<file path="src/rtl/spi_baud_pkg.sv">
package spi_baud_pkg;
  localparam int PRE_W  = 3;
  localparam int SEL_W  = 3;
  localparam int CFG_W  = PRE_W + SEL_W + 2;
  localparam int HALF_W = PRE_W + 1 + (2 ** SEL_W) - 1;

  typedef struct packed {
    logic             rsv_hi;
    logic [PRE_W-1:0] pre;
    logic             rsv_lo;
    logic [SEL_W-1:0] sel;
  } cfg_t;

  function automatic logic [HALF_W-1:0] half_of(cfg_t c);
    logic [HALF_W-1:0] p;
    p = HALF_W'(c.pre) + HALF_W'(1);
    return p << c.sel;
  endfunction
endpackage

</file>
<file path="src/rtl/spi_baud_reg.sv">
module spi_baud_reg
  import spi_baud_pkg::*;
(
  input  logic             clk_i,
  input  logic             rst_ni,
  input  logic             we_i,
  input  logic [CFG_W-1:0] wdata_i,
  output cfg_t             cfg_o
);
  cfg_t d;
  cfg_t q;

  always_comb begin
    d        = cfg_t'(wdata_i);
    d.rsv_hi = 1'b0;
    d.rsv_lo = 1'b0;
  end

  always_ff @(posedge clk_i or negedge rst_ni) begin
    if (!rst_ni)   q <= '0;
    else if (we_i) q <= d;
  end

  assign cfg_o = q;


  a_r2_rsv_zero: assert property (@(posedge clk_i) disable iff (!rst_ni)
    we_i |=> (cfg_o.rsv_hi == 1'b0 && cfg_o.rsv_lo == 1'b0));
endmodule

</file>
<file path="src/rtl/spi_baud_div.sv">
module spi_baud_div
  import spi_baud_pkg::*;
(
  input  logic              clk_i,
  input  logic              rst_ni,
  input  logic              start_i,
  input  logic              run_i,
  input  logic [HALF_W-1:0] half_i,
  output logic [HALF_W-1:0] half_q_o,
  output logic              strobe_o
);
  logic [HALF_W-1:0] half_q;
  logic [HALF_W-1:0] cnt_q;

  assign strobe_o = run_i && (cnt_q == half_q - HALF_W'(1));
  assign half_q_o = half_q;

  always_ff @(posedge clk_i or negedge rst_ni) begin
    if (!rst_ni) begin
      half_q <= HALF_W'(1);
      cnt_q  <= '0;
    end else if (start_i) begin
      half_q <= half_i;
      cnt_q  <= '0;
    end else if (!run_i || strobe_o) begin
      cnt_q  <= '0;
    end else begin
      cnt_q  <= cnt_q + HALF_W'(1);
    end
  end

  // divisor frozen during a transfer
  a_r6_half_frozen: assert property (@(posedge clk_i) disable iff (!rst_ni)
    (run_i && !start_i) |=> $stable(half_q));
endmodule

</file>
<file path="src/rtl/spi_baud_edge.sv">
module spi_baud_edge #(
  parameter int EDGES = 16
) (
  input  logic clk_i,
  input  logic rst_ni,
  input  logic start_i,
  input  logic strobe_i,
  input  logic cpol_i,
  output logic busy_o,
  output logic lead_o,
  output logic trail_o,
  output logic sck_o
);
  localparam int EW = $clog2(EDGES);

  logic [EW-1:0] edge_q;
  logic          busy_q, sck_q, cpol_q, seen_lead_q;

  assign lead_o  = strobe_i && !edge_q[0];
  assign trail_o = strobe_i &&  edge_q[0];
  assign busy_o  = busy_q;
  assign sck_o   = sck_q ^ cpol_q;

  always_ff @(posedge clk_i or negedge rst_ni) begin
    if (!rst_ni) begin
      busy_q <= 1'b0;
      edge_q <= '0;
      sck_q  <= 1'b0;
      cpol_q <= 1'b0;
    end else begin
      if (!busy_q) cpol_q <= cpol_i;
      if (start_i) begin
        busy_q <= 1'b1;
        edge_q <= '0;
        sck_q  <= 1'b0;
      end else if (strobe_i) begin
        sck_q  <= ~sck_q;
        edge_q <= edge_q + EW'(1);
        if (edge_q == EW'(EDGES - 1)) busy_q <= 1'b0;
      end
    end
  end

  always_ff @(posedge clk_i or negedge rst_ni) begin
    if (!rst_ni)      seen_lead_q <= 1'b0;
    else if (lead_o)  seen_lead_q <= 1'b1;
    else if (trail_o) seen_lead_q <= 1'b0;
  end


  a_r4_lead_alt: assert property (@(posedge clk_i) disable iff (!rst_ni)
    lead_o |-> !seen_lead_q);
  a_r4_trail_alt: assert property (@(posedge clk_i) disable iff (!rst_ni)
    trail_o |-> seen_lead_q);
  a_r4_exclusive: assert property (@(posedge clk_i) disable iff (!rst_ni)
    !(lead_o && trail_o));

  a_r5_sck_moves: assert property (@(posedge clk_i) disable iff (!rst_ni)
    (lead_o || trail_o) |=> sck_o != $past(sck_o));
  a_r5_sck_holds: assert property (@(posedge clk_i) disable iff (!rst_ni)
    (busy_q && !strobe_i && !start_i) |=> $stable(sck_o));
endmodule

</file>
<file path="src/rtl/spi_baud_gen.sv">
module spi_baud_gen
  import spi_baud_pkg::*;
#(
  parameter int NBITS = 8
) (
  input  logic             clk_i,
  input  logic             rst_ni,
  input  logic             cfg_we_i,
  input  logic [CFG_W-1:0] cfg_wdata_i,
  output logic [CFG_W-1:0] cfg_o,
  input  logic             cpol_i,
  input  logic             xfer_start_i,
  output logic             busy_o,
  output logic             lead_o,
  output logic             trail_o,
  output logic             sck_o
);
  localparam int EDGES = 2 * NBITS;
  localparam int TOT_W = HALF_W + $clog2(EDGES) + 1;

  cfg_t              cfg_q;
  logic              accept, strobe, busy;
  logic [HALF_W-1:0] half_q;

  assign accept = xfer_start_i && !busy;
  assign busy_o = busy;
  assign cfg_o  = cfg_q;

  spi_baud_reg u_reg (
    .clk_i, .rst_ni, .we_i(cfg_we_i), .wdata_i(cfg_wdata_i), .cfg_o(cfg_q)
  );

  spi_baud_div u_div (
    .clk_i, .rst_ni, .start_i(accept), .run_i(busy),
    .half_i(half_of(cfg_q)), .half_q_o(half_q), .strobe_o(strobe)
  );

  spi_baud_edge #(.EDGES(EDGES)) u_edge (
    .clk_i, .rst_ni, .start_i(accept), .strobe_i(strobe), .cpol_i,
    .busy_o(busy), .lead_o, .trail_o, .sck_o
  );

  // checker: busy cycles per transfer
  logic [TOT_W-1:0] tot_q;
  always_ff @(posedge clk_i or negedge rst_ni) begin
    if (!rst_ni)     tot_q <= '0;
    else if (accept) tot_q <= '0;
    else if (busy)   tot_q <= tot_q + TOT_W'(1);
  end


  a_r8_length: assert property (@(posedge clk_i) disable iff (!rst_ni)
    $fell(busy_o) |-> tot_q == TOT_W'(EDGES) * TOT_W'(half_q));
  a_r8_ends_trail: assert property (@(posedge clk_i) disable iff (!rst_ni)
    $fell(busy_o) |-> $past(trail_o));

  a_r7_start_ignored: assert property (@(posedge clk_i) disable iff (!rst_ni)
    (busy_o && xfer_start_i && !trail_o) |=> busy_o);

  a_r5_idle_quiet: assert property (@(posedge clk_i) disable iff (!rst_ni)
    !busy_o |-> !(lead_o || trail_o));
endmodule

</file>
<file path="config.mk">
export PLATFORM = sky130hd
export DESIGN_NAME = spi_baud_gen
export DESIGN_NICKNAME = d
export VERILOG_FILES = /design/src/rtl/spi_baud_pkg.sv /design/src/rtl/spi_baud_reg.sv /design/src/rtl/spi_baud_div.sv /design/src/rtl/spi_baud_edge.sv /design/src/rtl/spi_baud_gen.sv
export SDC_FILE = /design/constraint.sdc
export NUM_CORES = 1
export LEC_CHECK = 0
export CAP_MARGIN = 40
export CORE_MARGIN = 3
export CORE_UTILIZATION = 45
export DETAILED_ROUTE_END_ITERATION = 12
export PLACE_DENSITY = 0.76
export SYNTH_ARGS = -nofsm -noshare
export SYNTH_HDL_FRONTEND = slang
export SYNTH_SLANG_ARGS = --single-unit
</file>
<file path="constraint.sdc">
create_clock -name clk_i -period 3.95 [get_ports clk_i]
set_input_delay 1.185 -clock clk_i [delete_from_list [all_inputs] [get_ports clk_i]]
set_output_delay 1.185 -clock clk_i [all_outputs]
set_load 0.005 [all_outputs]
</file>
==> flow_metrics.tcl <==
set metrics [dict create \
    drt_iter0_markers 60 \
    drc 0 \
    cellPowerDensity_nw_per_um2 473 \
    synth.area.top_cells "dfrtp_1 39%, nand2_1 5.5%, xor2_1 4.8%" \
    wl_per_cell_microns 13.9 \
    clk_latency_ns 0.29 \
    synth_cell_types 53 \
    die_h_microns 75.7 \
    worstMarginPinSlew_ns 0.828 \
    rows 24 \
    syn_to_final_growth_pct 24.9 \
    critPathCaptureType "primary output" \
    ys_top_cells_by_count "34 x dfrtp_1, 32 x nand2_1, 14 x o21ai_0" \
    cp_max_fo 6 \
    tns_ns 0 \
    totalWireLength_microns 4710 \
    cts_buffers 5 \
    placed_cell_area_sq_um 2540 \
    grt_use_total_pct 18.1 \
    fp.dieArea_sq_um 5730 \
    start_util_pct 48.2 \
    synthesis.instances 237 \
    drv_slew 0 \
    cp-start-kind "register" \
    grt_pass1_vias 1749 \
    ys_async_sr_fraction_pct 100 \
    hold_ws_ns 0.502 \
    io_pins 25 \
    ctsHtreeMaxLevel 2 \
    crit_required_ns 2.76 \
    tritoncts "done" \
    first_pass_iters 4 \
    final_nets 290 \
    ys_ff_latch 35 \
    synth_top_area_share_pct 38.9 \
    ant_nets 0 \
    hold_viol_final 0 \
    ys_seq_area_share_pct 40.1 \
    grt_overflow 0 \
    finalCritPeriodShare_pct 98.3 \
    drv_cap 0 \
    slew_headroom_pct 44.3 \
    drive_above_1_share_pct 24.5 \
    syn_area_sq_um 2190 \
    cts_num_sinks 35 \
    core_sq_um 4530 \
    via_per_inst 5.38 \
    power_leakage_uw 0.00117 \
    grt_pass1_wl_microns 7890 \
    grt_antenna_before_repair 0 \
    hpwlAfterDp_microns 3200 \
    die_x_microns 75.7 \
    fin_crit_ns 3.88 \
    avgSynthCellArea_sq_um 9.23 \
    cts_buffer_depth 2 \
    power.total_uw 1290 \
    synth_edf_count 0 \
    setup_viol 0 \
    rsz0062_at_grt "true" \
    arrival_ns 2.70 \
    skew_ns 0.0109 \
    yosysWarnings 0 \
    io_buffer_count 20 \
    num_antenna_cells 0 \
    fmax_mhz 258 \
    synth_top_cell_by_area "dfrtp_1" \
    final_area_sq_um 2730 \
    fillCellCount 381 \
    grt_max_degree 36 \
    min_path_type "register to register" \
    status "completed" \
    synth_flop_cell "dfrtp_1" \
    irDropWorstVdd_v 0.000263 \
    synth.most_common_cell "dfrtp_1" \
    clkTransAtPathRegs_ns 0.07 \
    gp_congestion 0.790 \
    via_count 1825 \
    root_buffer "clkbuf_8" \
    path_class "register to primary output" \
]
cells by family (layout without fill, tap and decap cells):
family	Yosys count	in the layout	share of synthesized area (%)
AND/OR/NAND/NOR	104	104	25.9
AO/OA/AOI/OAI	43	43	14.0
flip-flops	35	35	40.1
XOR/XNOR	23	23	9.21
buffers and inverters	18	54	3.83
multiplexers	9	9	4.58
adder cells (fa/ha/maj)	4	4	2.29
other	1	2	0.171
metal layers:
layer	share of wire, %	GRT usage, %	wire length [microns]	vias to the layer above
met4	2.1	5.83	101	0
li1	-	-	-	904
met3	3.2	3.56	152	11
met5	0	0	0	-
met1	45	22.5	2100	866
met2	50	31.4	2360	44
power by group:
group	leakage (uW)	switching (uW)	internal (uW)
Combinational	0.000691	250	258
Clock	0.0000482	134	141
Sequential	0.000428	87.8	423
cell type report:
| type | count | area [sq um] | share of cell area, % |
|---|---|---|---|
| multi-input combinational | 185 | 1300 | 47.7 |
| clock inverter | 1 | 5.00 | 0.183 |
| timing repair buffer | 42 | 364 | 13.3 |
| tap | 65 | 81.3 | 2.98 |
| sequential | 35 | 877 | 32.1 |
| clock buffer | 7 | 86.3 | 3.16 |
| inverter | 4 | 15.0 | 0.549 |
through the flow:
step,cells,setup WS [ns],util (%)
finish,339,0.0684,60.3
global route,339,-0.0308,60.3
global placement,327,-0.105,56.0
CTS,337,0.0193,59.0
detailed placement,327,-0.201,56.0
floorplan,238,0.350,-
what timing repair did:
| item | in CTS | in global routing |
|---|---|---|
| endpoints found under the hold margin | 0 | 0 |
| pin swaps | 3 | 6 |
| buffers inserted | 2 | 2 |
| hold buffers | 0 | 0 |
| cloned | 0 | 0 |
| resized for setup | 13 | 8 |
| setup endpoints to repair | 2 | 2 |
sequential cells by signal (all words and copies together), names as in the netlist:
register,count
u_div.half_q_o,11
u_reg.cfg_o,6
u_edge.cpol_q,1
u_div.cnt_q,11
u_edge.sck_q,1
u_edge.busy_o,1
u_edge.edge_q,4
path summary, 6_finish.rpt:
path | endpoint | from | slack, ns | depth (start not counted)
min in group asynchronous | u_div.cnt_q[7]$_DFF_PN0_ | rst_ni | 1.31 | 2
worst max register to register | u_div.cnt_q[10]$_DFF_PN0_ | u_div.half_q_o[0]$_DFFE_PN1P_ | 0.75 | 11
worst max-delay path | lead_o | u_div.half_q_o[1]$_DFFE_PN0P_ | 0.07 | 8
worst min-delay path | u_div.half_q_o[10]$_DFFE_PN0P_ | u_div.half_q_o[10]$_DFFE_PN0P_ | 0.50 | 2
max in group asynchronous | u_div.half_q_o[0]$_DFFE_PN1P_ | rst_ni | 2.29 | 2
worst min register to register | u_div.half_q_o[10]$_DFFE_PN0P_ | u_div.half_q_o[10]$_DFFE_PN0P_ | 0.50 | 2
placed cells by master (no fill, tap or decap), types with 3 or more instances in the layout:
master / n
o211ai_1: 3
or4_4: 3
a31oi_1: 4
nor2b_1: 4
and3_1: 3
clkdlybuf4s50_1: 18
nor2_1: 13
a21oi_1: 6
nor2_2: 10
nand2b_1: 4
ha_1: 3
dfrtp_1: 34
nand3_1: 8
mux2_2: 8
nand2_1: 31
inv_1: 4
xnor2_1: 11
clkbuf_8: 6
xor2_1: 12
o21ai_0: 14
or4_1: 3
buf_4: 21
nand4_1: 3
worst max-delay path, cell delays in order, from the launching register on:
cell and delay, ns:
dfrtp_1 0.38, buf_4 0.14, or4_4 0.58, or4_1 0.56, and2_4 0.20, nor3_4 0.18, buf_4 0.13, and3b_1 0.14
buf_2 0.11
Note: power is estimated with default switching activity, not from simulation.
